**config.mk**
```make
export PLATFORM = sky130hd
export DESIGN_NAME = fault_alert_ctrl
export DESIGN_NICKNAME = d
export VERILOG_FILES = /design/src/rtl/fa_pkg.sv /design/src/rtl/fa_edge_event.sv /design/src/rtl/fa_fault_regs.sv /design/src/rtl/fa_alert_track.sv /design/src/rtl/fault_alert_ctrl.sv
export SDC_FILE = /design/constraint.sdc
export NUM_CORES = 1
export LEC_CHECK = 0
export CAP_MARGIN = 40
export CORE_ASPECT_RATIO = 0.5
export CORE_MARGIN = 1
export CORE_UTILIZATION = 41
export CTS_CLUSTER_SIZE = 30
export DETAILED_ROUTE_END_ITERATION = 16
export PLACE_DENSITY = 0.79
export REMOVE_ABC_BUFFERS = 1
export SLEW_MARGIN = 20
export SYNTH_ARGS = -nofsm -noshare
export SYNTH_HDL_FRONTEND = slang
export SYNTH_SLANG_ARGS = --single-unit
export TNS_END_PERCENT = 100
```
**constraint.sdc**
```tcl
create_clock -name clk_i -period 1 [get_ports clk_i]
set_input_delay 0.2 -clock clk_i [delete_from_list [all_inputs] [get_ports clk_i]]
set_output_delay 0.2 -clock clk_i [all_outputs]
set_load 0.05 [all_outputs]
```
**src/rtl/fa_pkg.sv**
```systemverilog
package fa_pkg;
  localparam int unsigned NUM_EVT = 6;
  localparam int unsigned PIN_BIT = NUM_EVT;
  localparam int unsigned REG_W   = NUM_EVT + 1;
  typedef logic [NUM_EVT-1:0] evt_vec_t;
  typedef logic [REG_W-1:0]   reg_vec_t;
endpackage

```
**src/rtl/fa_edge_event.sv**
```systemverilog
module fa_edge_event #(
  parameter int unsigned WIDTH       = 6,
  parameter int unsigned SYNC_STAGES = 2,
  parameter logic [WIDTH-1:0] FALL_MASK = '0,
  parameter logic [WIDTH-1:0] BOTH_MASK = '0
) (
  input  logic             clk_i,
  input  logic             rst_ni,
  input  logic [WIDTH-1:0] level_i,
  output logic [WIDTH-1:0] evt_o
);
  localparam int unsigned PRIME_W = SYNC_STAGES + 1;

  logic [SYNC_STAGES-1:0][WIDTH-1:0] sync_q;
  logic [WIDTH-1:0]   prev_q;
  logic [PRIME_W-1:0] prime_q;
  logic [WIDTH-1:0]   cur;
  logic               primed;

  assign cur    = sync_q[SYNC_STAGES-1];
  assign primed = prime_q[PRIME_W-1];

  always_ff @(posedge clk_i or negedge rst_ni) begin
    if (!rst_ni) begin
      sync_q  <= '0;
      prev_q  <= '0;
      prime_q <= '0;
    end else begin
      sync_q[0] <= level_i;
      for (int s = 1; s < SYNC_STAGES; s++) sync_q[s] <= sync_q[s-1];
      prev_q  <= cur;
      prime_q <= {prime_q[PRIME_W-2:0], 1'b1};
    end
  end

  // edge qualification selected per bit; suppressed until the pipeline holds real samples
  for (genvar b = 0; b < WIDTH; b++) begin : g_bit
    logic rise, fall;
    assign rise = cur[b] & ~prev_q[b];
    assign fall = ~cur[b] & prev_q[b];
    if (BOTH_MASK[b]) begin : g_both
      assign evt_o[b] = primed & (rise | fall);
    end else if (FALL_MASK[b]) begin : g_fall
      assign evt_o[b] = primed & fall;
    end else begin : g_rise
      assign evt_o[b] = primed & rise;
    end
  end
endmodule

```
**src/rtl/fa_fault_regs.sv**
```systemverilog
module fa_fault_regs
  import fa_pkg::*;
(
  input  logic     clk_i,
  input  logic     rst_ni,
  input  evt_vec_t set_i,
  input  logic     fault_we_i,
  input  logic     alert_en_we_i,
  input  reg_vec_t wr_data_i,
  output reg_vec_t fault_o,
  output evt_vec_t alert_en_o
);
  reg_vec_t fault_q;
  evt_vec_t en_q;
  reg_vec_t fault_base;

  assign fault_base = fault_we_i ? wr_data_i : fault_q;

  always_ff @(posedge clk_i or negedge rst_ni) begin
    if (!rst_ni) begin
      fault_q <= '0;
      en_q    <= '0;
    end else begin
      // a set event in the write cycle survives the write
      fault_q <= fault_base | {1'b0, set_i};
      if (alert_en_we_i) en_q <= wr_data_i[NUM_EVT-1:0];
    end
  end

  assign fault_o    = fault_q;
  assign alert_en_o = en_q;
endmodule

```
**src/rtl/fa_alert_track.sv**
```systemverilog
module fa_alert_track
  import fa_pkg::*;
(
  input  logic     clk_i,
  input  logic     rst_ni,
  input  evt_vec_t fault_i,
  input  evt_vec_t en_i,
  input  logic     release_i,
  output logic     alert_o
);
  evt_vec_t snap_q;
  evt_vec_t enabled;

  assign enabled = fault_i & en_i;
  assign alert_o = |(enabled & ~snap_q);

  // snapshot of serviced faults; a bit drops once its fault bit is cleared
  always_ff @(posedge clk_i or negedge rst_ni) begin
    if (!rst_ni)        snap_q <= '0;
    else if (release_i) snap_q <= enabled;
    else                snap_q <= snap_q & fault_i;
  end
endmodule

```
**src/rtl/fault_alert_ctrl.sv**
```systemverilog
module fault_alert_ctrl
  import fa_pkg::*;
#(
  parameter int unsigned SYNC_STAGES = 2,
  parameter logic [NUM_EVT-1:0] FALL_MASK = 6'b001010,
  parameter logic [NUM_EVT-1:0] BOTH_MASK = 6'b010000
) (
  input  logic               clk_i,
  input  logic               rst_ni,
  input  logic [NUM_EVT-1:0] cond_i,
  input  logic               fault_we_i,
  input  logic               alert_en_we_i,
  input  logic [REG_W-1:0]   wr_data_i,
  input  logic               ara_sent_i,
  input  logic               addressed_i,
  output logic [REG_W-1:0]   fault_o,
  output logic [NUM_EVT-1:0] alert_en_o,
  output logic               alert_pull_o,
  output logic               ara_req_o
);
  evt_vec_t set_evt;
  reg_vec_t fault_q;
  evt_vec_t en_q;
  logic     alert;

  fa_edge_event #(
    .WIDTH      (NUM_EVT),
    .SYNC_STAGES(SYNC_STAGES),
    .FALL_MASK  (FALL_MASK),
    .BOTH_MASK  (BOTH_MASK)
  ) u_edge (
    .clk_i  (clk_i),
    .rst_ni (rst_ni),
    .level_i(cond_i),
    .evt_o  (set_evt)
  );

  fa_fault_regs u_regs (
    .clk_i        (clk_i),
    .rst_ni       (rst_ni),
    .set_i        (set_evt),
    .fault_we_i   (fault_we_i),
    .alert_en_we_i(alert_en_we_i),
    .wr_data_i    (wr_data_i),
    .fault_o      (fault_q),
    .alert_en_o   (en_q)
  );

  fa_alert_track u_track (
    .clk_i    (clk_i),
    .rst_ni   (rst_ni),
    .fault_i  (fault_q[NUM_EVT-1:0]),
    .en_i     (en_q),
    .release_i(ara_sent_i | addressed_i),
    .alert_o  (alert)
  );

  assign fault_o      = fault_q;
  assign alert_en_o   = en_q;
  assign ara_req_o    = alert;
  assign alert_pull_o = alert | fault_q[PIN_BIT];
endmodule

```
==> flow_summary.json, run 1 <==
{
  "status": "finished with violations",
  "violations": "DRC, setup timing",
  "met2_usage_pct": 28.9,
  "use_met3_pct": 4.76,
  "cts-root-buf": "clkbuf_8",
  "synth_most_common_cell": "dfrtp_1",
  "fin_area_um2": 2260,
  "critPathCaptureType": "primary output",
  "gp_routability_congestion": 0.824,
  "synth_top_area_share_pct": 71.2,
  "p_int_w": 0.00287,
  "setup_viol": 17,
  "netlist_area_um2": 1410,
  "rows": 14,
  "power_frac_seq_pct": 45.7,
  "fin_ws_ps": -477,
  "postRouteAntennaNets": 0,
  "area_growth_pct": 60.8,
  "gr-total-overflow": 0,
  "skew_ps": 10.1,
  "drive_gt1_share_pct": 34.2,
  "dr_total_vias": 997,
  "fin_crit_sh_pct": 148,
  "setup_tns_ps": -2900,
  "wl_um": 2930,
  "dpl.hpwl_um": 2020,
  "synth-edff-count": 0,
  "cts.sinks": 40,
  "crit_chain": "nand3b_1, o21a_1, nand4b_1, buf_12",
  "clk_latency_ps": 290,
  "core_region_area_um2": 3140,
  "ys.flop_type": "dfrtp_1",
  "fillers": 182,
  "use_met1_pct": 23.4,
  "finalMaxSlewViolations": 0,
  "r2r-end": "u_regs.fault_o[4]",
  "finalNetCount": 179,
  "antennaDiodeCount": 0,
  "ys_warn_count": 0,
  "rsz0062_at_grt": "true",
  "vias_per_cell": 4.96,
  "required_ps": 800,
  "cp-startpoint": "u_track.snap_q[4]",
  "drt_iter0_markers": 71,
  "cts_made_buffers": 5,
  "dieArea_um2": 3680,
  "worstPathMaxFanout": 2,
  "portBuffers": 33,
  "clk_path_buf_depth": 2,
  "wl_per_cell_um": 14.6,
  "antenna_found_initial": 0,
  "io_pins": 34,
  "hp-class": "flip-flop to flip-flop",
  "critPathKind": "flip-flop to primary output",
  "netSwitchingFraction_pct": 27.8,
  "grt_max_degree": 41,
  "cp-start-kind": "flip-flop",
  "start_util_pct": 44.8,
  "first_pass_iters": 11,
  "cpPeakStageDelay_ps": 400,
  "synth-async-reset-ratio_pct": 100,
  "fmax_ghz": 0.677,
  "ys_types": 18,
  "fin_crit_ps": 1480,
  "yosysTopAreaCell": "dfrtp_1",
  "max_cap_violations": 0,
  "irDropWorstVdd_uv": 841,
  "cts_tree": "built",
  "synth_area_leaders": "dfrtp_1 71%, mux2_2 5.6%, nand2_1 4.3%",
  "ys_seq_area_share_pct": 71.2,
  "grt_busiest_layer": "met2",
  "r2r.worst_path.cells": 3,
  "ctsHtreeMaxLevel": 2,
  "synth_common_cells": "40 x dfrtp_1, 16 x nand2_1, 7 x mux2_2",
  "r2r_start": "u_regs.fault_o[4]",
  "hold_viol": 0,
  "placed_area_um2": 2050,
  "r2r_slack_ps": -20,
  "combPwrFrac_pct": 27.3,
  "clkPwrFrac_pct": 27.0,
  "finalCoreUtilization_pct": 72.1,
  "critPathSlowestCell": "dfrtp_1",
  "globalRouteTotalUtil_pct": 17.9,
  "avgSynthCellArea_um2": 14.3,
  "grt_pass1_wl_um": 4730,
  "crit_end": "alert_pull_o",
  "first_global_vias": 962,
  "synth_cells": 98,
  "p_leak_nw": 1.04,
  "yosys_register_bits": 40,
  "arrival_ps": 1280,
  "die_h_um": 43.4,
  "die-width_um": 84.8,
  "remaining_drc_errors": 2,
  "clkTransAtPathRegs_ps": 70,
  "pre_cts_slack_ps": -293,
  "power_per_cell_area_nw_per_um2": 1760,
  "power_switching_w": 0.00111
}
==> timing repair <==
item | 4_1_cts | 5_1_grt
hold buffers | 1 | 0
gates resized for setup | 12 | 5
buffers inserted | 5 | 5
pin swaps | 2 | 2
setup endpoints to repair | 16 | 22
hold endpoints to repair | 40 | 0
==> layout by cell type (no fill, tap or decap), drive strengths merged <==
master | synthesis | final
o21ai | 6 | 6
o22a | 2 | 2
buf | 2 | 39
a221o | 1 | 1
clkdlybuf4s50 | 0 | 15
o21a | 1 | 1
mux2 | 7 | 7
clkbuf | 0 | 6
mux2i | 5 | 5
conb | 1 | 1
nand3 | 1 | 1
nand3b | 6 | 6
clkinv | 0 | 2
nor2 | 1 | 1
dlymetal6s2s | 0 | 2
nor2b | 1 | 1
nand2 | 16 | 16
dlygate4sd3 | 0 | 1
xor2 | 1 | 1
nand4b | 1 | 1
a21boi | 6 | 6
dfrtp | 40 | 40
==> cell families after synthesis <==
group	Yosys count	share of synthesized area, %
other cells	1	0.267
mux	12	9.17
xor+xnor	1	0.623
flops	40	71.2
buf+inv	2	1.16
compound gates	16	7.84
simple gates	26	9.71
==> power groups by stage <==
stage	clock, W	combinational [W]	sequential [W]
after floorplan	0	0.000202	0.00204
after global placement	0	0.000996	0.00183
after detailed placement	0	0.00101	0.00184
after CTS	0.00110	0.00106	0.00181
after global routing	0.00117	0.00114	0.00183
final	0.00107	0.00109	0.00182
==> stage by stage <==
step                instances  total power [W]  hold slack (ps)
global route              201          0.00414              340
floorplan                  96          0.00224            -95.6
global placement          186          0.00282              177
finish                    201          0.00398              349
detailed placement        186          0.00284              188
CTS                       197          0.00398              340
==> metal layers <==
metal | routed length, um | up-vias | share of wire [%]
met5 | 0 | - | 0
met4 | 43 | 0 | 1.5
met3 | 125 | 7 | 4.3
met2 | 1440 | 28 | 49
met1 | 1310 | 499 | 45
li1 | - | 463 | -
==> state kept, by name, indices dropped and copies added, names as in the netlist <==
signal	cells
u_edge.cur	6
u_edge.prev_q	6
u_edge.prime_q	3
u_edge.sync_q	6
u_regs.alert_en_o	6
u_regs.fault_o	7
u_track.snap_q	6
==> how the worst min path moves through the flow <==
stage / slack (ps) / start / endpoint / depth (start not counted)
after floorplan: -100 / rst_ni / u_edge.cur[0] / 0
after global placement: 180 / rst_ni / u_edge.cur[5] / 2
after detailed placement: 190 / rst_ni / u_edge.cur[5] / 2
after CTS: 340 / cond_i[1] / u_edge.sync_q[1] / 1
after global routing: 340 / cond_i[5] / u_edge.sync_q[5] / 1
final: 350 / u_edge.sync_q[0] / u_edge.cur[0] / 0
==> worst max-delay path: cells and delay by family, from the launching register on <==
kind | cells | cell delay [ps]
flops | 1 | 400
simple gates | 2 | 300
buf+inv | 1 | 150
compound gates | 1 | 140
==> final cells by class <==
cell class	instances	area, um2	area share, %
sequential	40	1000	44.3
tap	40	50.0	2.21
clock inverter	2	10.0	0.443
timing repair buffer	57	724	32.1
multi-input combinational	56	392	17.3
clock buffer	6	82.6	3.65
(Power assumes the default switching activity.)
==> run 2, diff against run 1 <==
- PLACE_DENSITY: 0.79 -> 0.78
==> run 2 against run 1 <==
Effect of this change:
- the run still ends with DRC, setup timing left
- register-to-register slack worse by 20 ps
- combinational power up 4%
- clock-buffer cell count unchanged
- sequential share of layout area down 1.4 points
- sequential cell count unchanged
- via count up 2.2%
- setup slack worse by 36 ps
- design area up 3.2%
- final cell count up 1.0%
- maximum frequency down 2.4%
- global-route usage up 1.6 points
- highest routed layer unchanged
==> flow_summary.json, run 2 (synthesis gave the netlist of run 1 again) <==
{
  "largest_reg_flops": 7,
  "status": "finished with violations",
  "globalRouteTotalUtil_pct": 19.4,
  "cts-root-buf": "clkbuf_8",
  "grt_pass1_wl_um": 5010,
  "hold_viol": 0,
  "start_util_pct": 44.8,
  "antennaDiodeCount": 0,
  "r2r.worst_path.cells": 3,
  "cp-start-kind": "flip-flop",
  "fin_crit_sh_pct": 151,
  "dr_total_vias": 1019,
  "antenna_found_initial": 0,
  "fmax_ghz": 0.661,
  "rows": 14,
  "remaining_drc_errors": 3,
  "portBuffers": 33,
  "fin_area_um2": 2330,
  "finalNetCount": 181,
  "core_region_area_um2": 3140,
  "r2r_slack_ps": -40,
  "dieArea_um2": 3680,
  "clkTransAtPathRegs_ps": 80,
  "layout_commonest_cell": "dfrtp_1",
  "final_cells": 203,
  "finalMaxSlewViolations": 0,
  "wl_per_cell_um": 15.8,
  "violations": "DRC, setup timing",
  "setup_viol": 20,
  "rsz0062_at_grt": "true",
  "wl_um": 3210,
  "arrival_ps": 1310,
  "setup_tns_ps": -3590,
  "power_per_cell_area_nw_per_um2": 1860,
  "die-width_um": 84.8,
  "critPathKind": "flip-flop to primary output",
  "cts_tree": "built",
  "finalCoreUtilization_pct": 74.3,
  "cts_made_buffers": 5,
  "hp-class": "input port to asynchronous set/reset pin",
  "worstPathMaxFanout": 2,
  "placed_area_um2": 2060,
  "clk_latency_ps": 300,
  "max_cap_violations": 0,
  "gp_routability_congestion": 0.871,
  "gr-total-overflow": 0,
  "drive_gt1_share_pct": 35.6,
  "first_pass_iters": 10,
  "final_cell_mix": "40 x dfrtp_1, 17 x buf_6, 16 x nand2_1, 16 x buf_12, 15 x clkdlybuf4s50_1",
  "io_pins": 34,
  "ctsHtreeMaxLevel": 2,
  "vias_per_cell": 5.02,
  "critPathCaptureType": "primary output",
  "drt_iter0_markers": 70,
  "postRouteAntennaNets": 0,
  "skew_ps": 8.87,
  "r2r_start": "u_regs.alert_en_o[2]",
  "irDropWorstVdd_uv": 992,
  "first_global_vias": 1031,
  "die_h_um": 43.4,
  "cts.sinks": 40,
  "fin_ws_ps": -512,
  "fin_crit_ps": 1510,
  "r2r-end": "u_regs.alert_en_o[2]",
  "power_w": 0.00434,
  "dpl.hpwl_um": 2000,
  "area_growth_pct": 65.9,
  "clk_path_buf_depth": 2,
  "p_leak_nw": 1.06,
  "required_ps": 800,
  "grt_max_degree": 20,
  "numPlacedInstances": 187
}
## run 2: cell count changes in the layout (fill, tap and decap cells not counted)
cell,delta
buf_4,-2
buf_6,+4
bufinv_16,+1
clkinv_2,-2
clkinv_4,+1
dlygate4sd2_1,+2
dlymetal6s2s_1,-2
mux2_2,-2
mux2_4,+2
mux2i_1,-1
mux2i_4,+1
## run 2: how the worst max path moves through the flow
stage	startpoint	endpoint	slack, ps
after floorplan	u_regs.fault_o[5]	alert_pull_o	-580
after global placement	alert_en_we_i	u_regs.alert_en_o[1]	-270
after detailed placement	fault_we_i	u_regs.fault_o[6]	-280
after CTS	u_track.snap_q[4]	alert_pull_o	-510
after global routing	u_regs.alert_en_o[4]	alert_pull_o	-610
final	u_regs.fault_o[4]	alert_pull_o	-510
## run 2: power by group
group | switching [W] | leakage [nW] | internal [W] | total (W)
registers | 0.0000745 | 0.470 | 0.00174 | 0.00182
clock network | 0.000575 | 0.0614 | 0.000816 | 0.00139
logic | 0.000529 | 0.529 | 0.000602 | 0.00113
## run 2: cell type report
| class | instances | area (um2) |
|---|---|---|
| tap | 40 | 50.0 |
| fill | 187 | 805 |
| clock buffer | 6 | 82.6 |
| sequential | 40 | 1000 |
| clock inverter | 2 | 38.8 |
| timing repair buffer | 59 | 747 |
| multi-input combinational | 56 | 412 |
## run 2: what timing repair did
item	in CTS	in global routing
buffers inserted	7	6
hold buffers	1	0
hold endpoints to repair	14	0
setup endpoints to repair	19	21
pin swaps	0	1
gates cloned	0	0
resized for setup	15	10
## run 2: per-layer routing
metal | up-vias | global-route usage (%) | routed length (um)
met2 | 38 | 31.2 | 1560
met5 | - | 0 | 0
met1 | 503 | 23.5 | 1360
li1 | 467 | - | -
met4 | 0 | 13.6 | 94
met3 | 11 | 5.71 | 190
## run 2: metrics by stage
step / hold slack [ps] / worst slack [ps]
floorplan: -95.6 / -580
global placement: 122 / -273
detailed placement: 128 / -282
CTS: 335 / -505
global route: 324 / -612
finish: 336 / -512
## run 2: worst max-delay path: stages (launching register included)
cell,delay (ps)
dfrtp_1,390
nand3b_1,110
o21a_1,180
nand4b_1,150
buf_12,190
